--- src/rtl/dmac_ctl_pkg.sv ---
package dmac_ctl_pkg;
    localparam int REG_W   = 16;
    localparam int ACK_BIT = 8;
    localparam int EN_LSB  = 4;
    localparam int TIE_LSB = 0;
endpackage

--- src/rtl/dmac_xfer_cnt.sv ---
module dmac_xfer_cnt #(
    parameter int CW = 8
) (
    input  logic          clk,
    input  logic          rst_n,
    input  logic          load,
    input  logic [CW-1:0] load_val,
    input  logic          dec,
    input  logic          rpt,
    output logic          last,
    output logic [CW-1:0] count
);
    typedef struct packed {
        logic [CW-1:0] cnt;
        logic [CW-1:0] init;
    } cnt_st_t;

    cnt_st_t cs_d, cs_q;

    always_comb begin
        cs_d = cs_q;
        if (load) begin
            cs_d.cnt  = load_val;
            cs_d.init = load_val;
        end else if (dec) begin
            if (cs_q.cnt == CW'(1) && rpt) cs_d.cnt = cs_q.init;
            else                           cs_d.cnt = cs_q.cnt - CW'(1);
        end
    end

    always_ff @(posedge clk or negedge rst_n) begin
        if (!rst_n) cs_q <= '0;
        else        cs_q <= cs_d;
    end

    assign last  = (cs_q.cnt == CW'(1));
    assign count = cs_q.cnt;

    // an expiring repeat counter comes back with its programmed value
    p_reload_r6: assert property (@(posedge clk) disable iff (!rst_n)
        (dec && last && rpt && !load) |=> (count == $past(cs_q.init)));
endmodule

--- src/rtl/dmac_prio.sv ---
module dmac_prio #(
    parameter int N = 4
) (
    input  logic [N-1:0] req,
    output logic [N-1:0] gnt,
    output logic         hit
);
    always_comb begin
        gnt = '0;
        hit = 1'b0;
        for (int i = 0; i < N; i++) begin
            if (req[i] && !hit) begin
                gnt[i] = 1'b1;
                hit    = 1'b1;
            end
        end
    end

    // at most one channel is granted
    always_comb p_gnt_onehot_r9: assert ($onehot0(gnt));
endmodule

--- src/rtl/dmac_chan_ctl.sv ---
module dmac_chan_ctl
    import dmac_ctl_pkg::*;
#(
    parameter  int NCH = 4,
    parameter  int CW  = 8,
    localparam int CHW = (NCH > 1) ? $clog2(NCH) : 1
) (
    input  logic             clk,
    input  logic             rst_n,
    input  logic             reg_wr,
    input  logic             reg_rd,
    input  logic [REG_W-1:0] reg_wdata,
    output logic [REG_W-1:0] reg_rdata,
    input  logic [NCH-1:0]   req_in,
    input  logic [NCH-1:0]   src_is_int,
    output logic [NCH-1:0]   irq_cpu,
    input  logic [NCH-1:0]   cfg_load,
    input  logic [CW-1:0]    cfg_count,
    input  logic [NCH-1:0]   rpt_mode,
    output logic             xfer_start,
    output logic [CHW-1:0]   xfer_ch,
    input  logic             xfer_done,
    output logic             src_flag_clr,
    output logic [NCH-1:0]   tend_irq
);
    typedef struct packed {
        logic [NCH-1:0] en;
        logic [NCH-1:0] arm;
        logic [NCH-1:0] tie;
        logic           ack;
        logic [NCH-1:0] pend;
        logic           busy;
        logic [CHW-1:0] cur;
        logic           start;
        logic           flagclr;
    } ctl_st_t;

    ctl_st_t        st_d, st_q;
    logic [NCH-1:0] dec_d;
    logic [NCH-1:0] last_q;
    logic [NCH-1:0] gnt;
    logic           gnt_hit;
    logic [CHW-1:0] gnt_idx;
    logic           unused_wbits;

    assign unused_wbits = ^reg_wdata[REG_W-1:ACK_BIT+1];

    genvar g;
    generate
        for (g = 0; g < NCH; g++) begin : g_cnt
            logic [CW-1:0] unused_count;
            dmac_xfer_cnt #(.CW(CW)) i_cnt (
                .clk      (clk),
                .rst_n    (rst_n),
                .load     (cfg_load[g]),
                .load_val (cfg_count),
                .dec      (dec_d[g]),
                .rpt      (rpt_mode[g]),
                .last     (last_q[g]),
                .count    (unused_count)
            );
        end
    endgenerate

    dmac_prio #(.N(NCH)) i_prio (
        .req (st_q.pend & st_q.en),
        .gnt (gnt),
        .hit (gnt_hit)
    );

    always_comb begin
        gnt_idx = '0;
        for (int i = 0; i < NCH; i++)
            if (gnt[i]) gnt_idx = CHW'(i);
    end

    always_comb begin
        st_d         = st_q;
        st_d.start   = 1'b0;
        st_d.flagclr = 1'b0;
        dec_d        = '0;

        // completion: count down, self-clear outside repeat mode
        if (st_q.busy && xfer_done) begin
            st_d.busy          = 1'b0;
            dec_d[st_q.cur]    = 1'b1;
            if (last_q[st_q.cur] && !rpt_mode[st_q.cur])
                st_d.en[st_q.cur] = 1'b0;
            if (st_q.cur == '0 && st_q.ack)
                st_d.flagclr = 1'b1;
        end

        // launch the highest-priority pending channel
        if (!st_q.busy && gnt_hit) begin
            st_d.busy          = 1'b1;
            st_d.start         = 1'b1;
            st_d.cur           = gnt_idx;
            st_d.pend[gnt_idx] = 1'b0;
        end

        // capture requests of enabled channels
        for (int i = 0; i < NCH; i++)
            if (st_q.en[i] && req_in[i]) st_d.pend[i] = 1'b1;

        // register access: write wins and disarms, read of 0 arms
        if (reg_wr) begin
            for (int i = 0; i < NCH; i++) begin
                if (!reg_wdata[EN_LSB+i])  st_d.en[i] = 1'b0;
                else if (st_q.arm[i])      st_d.en[i] = 1'b1;
            end
            st_d.arm = '0;
            st_d.tie = reg_wdata[TIE_LSB +: NCH];
            st_d.ack = reg_wdata[ACK_BIT];
        end else if (reg_rd) begin
            for (int i = 0; i < NCH; i++)
                if (!st_q.en[i]) st_d.arm[i] = 1'b1;
        end

        st_d.pend = st_d.pend & st_d.en;
    end

    always_ff @(posedge clk or negedge rst_n) begin
        if (!rst_n) st_q <= '0;
        else        st_q <= st_d;
    end

    always_comb begin
        reg_rdata                    = '0;
        reg_rdata[ACK_BIT]           = st_q.ack;
        reg_rdata[EN_LSB +: NCH]     = st_q.en;
        reg_rdata[TIE_LSB +: NCH]    = st_q.tie;
    end

    assign irq_cpu      = req_in & src_is_int & ~st_q.en;
    assign tend_irq     = st_q.tie & ~st_q.en;
    assign xfer_start   = st_q.start;
    assign xfer_ch      = st_q.cur;
    assign src_flag_clr = st_q.flagclr;

    // a start pulse lasts one cycle and needs an idle engine before it
    p_one_start_r9: assert property (@(posedge clk) disable iff (!rst_n)
        xfer_start |-> !$past(st_q.busy));
    p_start_pulse_r11: assert property (@(posedge clk) disable iff (!rst_n)
        xfer_start |=> !xfer_start);

    generate
        for (g = 0; g < NCH; g++) begin : g_chk
            // a 0->1 change of the enable bit needs a prior arming read
            p_set_guard_r3: assert property (@(posedge clk) disable iff (!rst_n)
                (!$past(st_q.en[g]) && st_q.en[g]) |-> $past(st_q.arm[g]));
            // a started channel was enabled one cycle before
            p_start_enabled_r7: assert property (@(posedge clk) disable iff (!rst_n)
                (xfer_start && xfer_ch == CHW'(g)) |-> $past(st_q.en[g]));
            // last transfer outside repeat mode drops the enable
            p_count_clear_r5: assert property (@(posedge clk) disable iff (!rst_n)
                (st_q.busy && xfer_done && st_q.cur == CHW'(g) && last_q[g]
                 && !rpt_mode[g] && !reg_wr) |=> !st_q.en[g]);
        end
    endgenerate
endmodule

--- config.mk ---
export PLATFORM = sky130hd
export DESIGN_NAME = dmac_chan_ctl
export DESIGN_NICKNAME = d
export VERILOG_FILES = /design/src/rtl/dmac_ctl_pkg.sv /design/src/rtl/dmac_xfer_cnt.sv /design/src/rtl/dmac_prio.sv /design/src/rtl/dmac_chan_ctl.sv
export SDC_FILE = /design/constraint.sdc
export NUM_CORES = 1
export LEC_CHECK = 0
export BUFFER_PORTS_ARGS = -buffer_cell sky130_fd_sc_hd__buf_2
export CORE_MARGIN = 2
export CORE_UTILIZATION = 25
export CTS_CLUSTER_SIZE = 40
export DETAILED_ROUTE_END_ITERATION = 10
export SYNTH_ARGS = -nofsm -noshare
export SYNTH_HDL_FRONTEND = slang
export SYNTH_SLANG_ARGS = --single-unit
--- constraint.sdc ---
create_clock -name clk -period 2.3 [get_ports clk]
set_clock_uncertainty 0.1 [all_clocks]
set_input_delay 0.23 -clock clk [delete_from_list [all_inputs] [get_ports clk]]
set_output_delay 0.23 -clock clk [all_outputs]
set_load 0.005 [all_outputs]
After elaboration in Yosys (flattened, before gate mapping)
Cells that the tools add are included.

storage, ports and cells
  register bits = 86
  bits in latches = 0
  RAM bits = 0
  bits in read-only memories = 0
  bits of input ports = 45
  output and inout bits = 28
  logic and storage cells = 135
  memories = 0

cells by class
  $add $sub $neg = 4
  multiply operators = 0
  divide/modulo/power cells = 0
  $lt $le $gt $ge = 4
  equality and inequality tests = 8
  shift operators = 0
  multiplexer cells = 56
  bitwise gates (word level) = 10
  reductions and logical operators = 33

operator list
  operator                                                            number
  two-way mux 8 bit                                                   13
  == test 8 x 1 -> 1 bit (second input constant)                      4
  subtractor 8 x 1 -> 8 bit (second input constant)                   4
  two-way mux 1 bit                                                   31
  AND 4 bit                                                           7
  two-way mux 4 bit                                                   6
  logical AND 1 bit                                                   17
  NOT 4 bit                                                           3
  nonzero test 2 bit                                                  6
  inequality test 2 bit (second input constant)                       4
  AND reduction 2 bit                                                 4
  < comparator 2 x 3 -> 1 bit (second input constant)                 2
  zero test 1 bit                                                     5
  binary-select mux 1 bit (select 2 bit)                              2
  demux 1 bit (select 2 bit)                                          2
  greater-or-equal comparator 2 x 1 -> 1 bit (second input constant)  2
  two-way mux 2 bit                                                   2
  zero test 2 bit                                                     1

Depth between registers and ports, before layout
  depth in word-level cells = 21
  gate-level depth with buffers = 7
  mapped depth without buffers = 6

By module
A second synthesis with hierarchy kept.

unflattened totals
  cells, all modules = 517
  area, all modules = 5,166.2 um2

by module, submodules not included
  module         times used  cells an instance  area an instance (um2)
  dmac_xfer_cnt  4           97                 974.7
  dmac_chan_ctl  1           124                1,229.9
  dmac_prio      1           5                  37.5

Least setup slack after synthesis
OpenSTA, ideal clock, no wires.

  kind = register -> register
  from = register g_cnt[2].i_cnt.cs_q (netlist bit g_cnt[2].i_cnt.count[1])
  to = register st_q[7] (netlist name)
  setup time = 0.163 ns
  arrival time = 1.718 ns
  slack = 0.319 ns
  cell stages (with the launch flop) = 7
  buffers on the path = 0
  period minus slack after synthesis = 1.981 ns
  cells stage by stage = dfrtp_1 > inv_1 > ha_1 > nor4b_1 > nand4b_1 > a32oi_1 > a2111oi_0

RTL lines
  what                    RTL line              RTL
  start, declared         dmac_xfer_cnt.sv:18   cnt_st_t cs_d, cs_q;
  start signal, assigned  dmac_xfer_cnt.sv:33   else cs_q <= cs_d;
  end signal, assigned    dmac_chan_ctl.sv:124  else st_q <= st_d;
  end, declared           dmac_chan_ctl.sv:38   ctl_st_t st_d, st_q;

Final worst setup path
  from = register g_cnt[3].i_cnt.cs_q (netlist bit g_cnt[3].i_cnt.count[4])
  to = register g_cnt[3].i_cnt.cs_q (netlist bit g_cnt[3].i_cnt.count[1])

on the way
  cells in the longest elaborated chain, start to end = 5

RTL lines
  what                    RTL line             RTL
  start, declared         dmac_xfer_cnt.sv:18
  start signal, assigned  dmac_xfer_cnt.sv:33
  == test 8 x 1 -> 1 bit  dmac_xfer_cnt.sv:26  if (cs_q.cnt == CW'(1) && rpt) cs_d.cnt = cs_q.init;
  logical AND 1 bit       dmac_xfer_cnt.sv:26
  two-way mux 8 bit       dmac_xfer_cnt.sv:26
  two-way mux 8 bit       dmac_xfer_cnt.sv:25  end else if (dec) begin
  two-way mux 8 bit       dmac_xfer_cnt.sv:22  if (load) begin

No other way between the ends. The select of a mux whose other input is x is not followed.
A chain may end at the register's enable or synchronous reset.

==> impl_metrics.csv <==
group,metric,value,unit
clock_tree,cts_buffers,9,
synthesis,synth_edf_count,0,
clock_tree,cts_htree_levels,3,
global_route,antenna_found_initial,0,
sta,max_freq,0.500,GHz
sta,tightest_slew,645,ps
die,die_w,142,µm
synthesis,synth_area_leaders,"dfrtp_1 45%, mux2_2 6.9%, o21ai_0 4.6%",
die,die_y,142,µm
global_route,grt-ovfl-total,0,
clock_tree,clk_pin_slew_worst_paths,60,ps
routing,routed-via-count,3768,
synthesis,ys.flop_type,"dfrtp_1",
pwr,switching_power,1.24,mW
sta,rsz0062_at_grt,"no",
clock_tree,clk_latency,340,ps
worst_setup_path,crit_path_max_fanout,8,
synthesis,synth_xor_area_frac,0.0184,
pwr,switching_share,0.297,
synthesis,ys_ff_latch,86,
sta,maxSlewHeadroom,0.569,
sta,final_max_slew_viol_count,0,
worst_setup_path,required,2450,ps
sta,setup_tns,0,ps
routing,via_per_inst,4.92,
synthesis,syn_area,4760,µm²
cells_and_area,n_antenna_cell,0,
synthesis,syn_area_per_cell,9.92,µm²
worst_setup_path,endpoint_kind,"flop",
global_route,grt_pass1_wl,18600,µm
pwr,p_leak,2.44,nW
routing,drtAntennaViolNets,0,
cells_and_area,finalNetCount,581,
synthesis,synth.distinct_cells,59,
worst_setup_path,crit_type,"flop to flop",
clock_tree,cts_buffer_depth,2,
run,max-cap-violations,0,
sta,finalSetupViolations,0,
clock_tree,cts_tree,"done",
worst_setup_path,path_cells,"or3_4 -> or4_4 -> and2_4 -> o31ai_2",
global_route,first_global_vias,3478,
pwr,power_frac_clock,0.348,
sta,hold_viol,0,
cells_and_area,fill_cells,1976,
worst_setup_path,start_kind,"flop",
die,io_pins,73,
pwr,seqPwrFrac,0.458,
pwr,p_int,2.93,mW
synthesis,synthCells,480,
clock_tree,clockRootBuffer,"clkbuf_16",
placed_design,gp_congestion,0.824,
die,start_util,0.255,
routing,drt-total-wl,11600,µm
routing,dr.first_iter.drc_count,236,
synthesis,synthMuxAreaShare,0.100,
synthesis,yosysMostFrequentCell,"dfrtp_1",
worst_setup_path,crit_slowest_cell,"or4_4",
global_route,grt_max_degree,38,
sta,finalCritPeriodShare,0.869,
synthesis,synth_top_family_by_area,"compound AO/OA/AOI/OAI gates",
pwr,p_comb_frac,0.193,
pwr,ir_drop,404,µV
status,outcome,"complete, no violations",
sta,min_period,2000,ps
synthesis,synth_compound_area_frac,0.178,
clock_tree,clock_sinks,86,
cells_and_area,syn_to_final_growth,16.3,%
synthesis,async_reset_ff_frac,1.00,
die,core,18700,µm²
synthesis,ys_warn_count,0,
die,rows,50,
routing,drc,0,
routing,wl_per_cell,15.2,µm
pwr,power_density,753,nW/µm²
synthesis,synth-simple-area-share,0.161,
synthesis,yosysSeqAreaShare,0.452,
synthesis,synth_top_area_frac,0.452,
die,die_area,20200,µm²
cells_and_area,layout-drive-gt1-share,0.227,
routing,dr.pass1.iters,5,
worst_setup_path,arrival,2150,ps
synthesis,ys_top_cells_by_count,"86 x dfrtp_1, 44 x o21ai_0, 29 x inv_1, 29 x mux2_2, 25 x nor2_1",
placed_design,port_buffers,58,
sta,fin_hold_ws,18.9,ps
worst_setup_path,cpPeakStageDelay,570,ps
synthesis,synth_adder_area_share,0.0210,
min_path,worstHoldPathType,"input port to flop",
synthesis,yosysTopAreaCell,"dfrtp_1",
placed_design,dp_hpwl,8280,µm
pwr,power.total,4.17,mW
clock_tree,cts_setup_buffers,0,
global_route,gr-usage-all-layers,0.117,
what timing repair did:
item / 4_1_cts / 5_1_grt
hold endpoints to repair: 35 / 0
gates resized for setup: 0 / 0
endpoints found under the setup margin: 0 / 0
hold buffers: 1 / 0
state kept, by name (all words and copies together) (netlist names):
| signal | flops |
|---|---|
| xfer_start | 1 |
| g_cnt.i_cnt.count | 32 |
| src_flag_clr | 1 |
| reg_rdata | 9 |
| st_q | 9 |
| g_cnt.i_cnt.cs_q | 32 |
| xfer_ch | 2 |
path summary, 6_finish.rpt:
path,end,slack [ps],start,depth (start not counted)
setup reg to reg,g_cnt[3].i_cnt.count[1],300,g_cnt[3].i_cnt.count[4],4
hold / removal,reg_rdata[2],20,reg_wdata[2],2
setup / recovery,g_cnt[3].i_cnt.count[1],300,g_cnt[3].i_cnt.count[4],4
hold reg to reg,st_q[15],390,st_q[15],2
max in group asynchronous,g_cnt[2].i_cnt.cs_q[0],1140,rst_n,3
min in group asynchronous,xfer_start,310,rst_n,2
cells in the final DEF (no fill, tap or decap), types with 3 or more instances in the layout:
cell type and n:
mux2i_1 15, nand2b_1 3, a21oi_1 23, inv_1 29, nand4b_1 4, nor2b_1 7, o31ai_1 3, a22oi_1 23
nand2_1 18, nand3_1 6, buf_2 57, nor3b_1 9, nor4_1 9, and2_1 3, or3_1 5, nor3_1 14
xnor2_1 3, ha_1 8, a31oi_1 4, and3_1 6, mux2_2 29, o41ai_1 3, nor2_1 25, xor2_1 7
a211oi_1 5, clkbuf_16 9, buf_4 10, a21boi_0 3, nand3b_1 7, o21ai_0 44, o22ai_1 3, dfrtp_1 86
conb_1 7
critical path: cells and delay by family, from the launching register on:
family           cells  cell delay (ps)
flip-flops           1              430
AO/OA/AOI/OAI        1              190
AND/OR/NAND/NOR      3             1180
logic make-up (layout without fill, tap and decap cells):
logic type                 count (synthesis)  in the layout
AOI/OAI and AO/OA                        132            132
and+or+nand+nor                          132            132
DFF                                       86             86
buffers and inverters                     67            113
muxes                                     44             44
xor gates and xnor gates                  10             10
adders and majority gates                  8              8
other                                      1              7
through the flow:
stage                util  worst slack, ps  instance area [µm²]  std cells
finish              0.296              300                 5540        766
global route        0.296             85.0                 5540        766
CTS                 0.296              293                 5540        766
detailed placement  0.280              310                 5240        750
global placement    0.280              333                 5240        750
floorplan               -              319                 4780        486
area by class of cell:
| class | instances | area (µm²) | area share |
|---|---|---|---|
| sequential | 86 | 2150 | 0.389 |
| inverter | 29 | 109 | 0.0197 |
| clock inverter | 4 | 47.5 | 0.00858 |
| tap | 234 | 293 | 0.0529 |
| timing repair buffer | 69 | 390 | 0.0705 |
| clock buffer | 11 | 243 | 0.0438 |
| multi-input combinational | 333 | 2300 | 0.416 |
power groups by stage:
stage / logic (mW) / registers, mW / clock network (mW)
floorplan: 0.645 / 1.83 / 0
global placement: 0.798 / 1.93 / 0
detailed placement: 0.810 / 1.94 / 0
CTS: 0.815 / 1.91 / 1.50
global route: 0.910 / 1.94 / 1.56
finish: 0.807 / 1.91 / 1.45
layer usage:
metal	global-route usage	part of all wire	vias up	routed length (µm)
li1	-	-	1842	-
met1	0.166	0.50	1808	5780
met2	0.179	0.44	111	5130
met3	0.0296	0.055	7	643
met4	0.0289	0.0049	0	57
met5	0	0	-	0
Note: power is estimated with default switching activity, not from simulation.
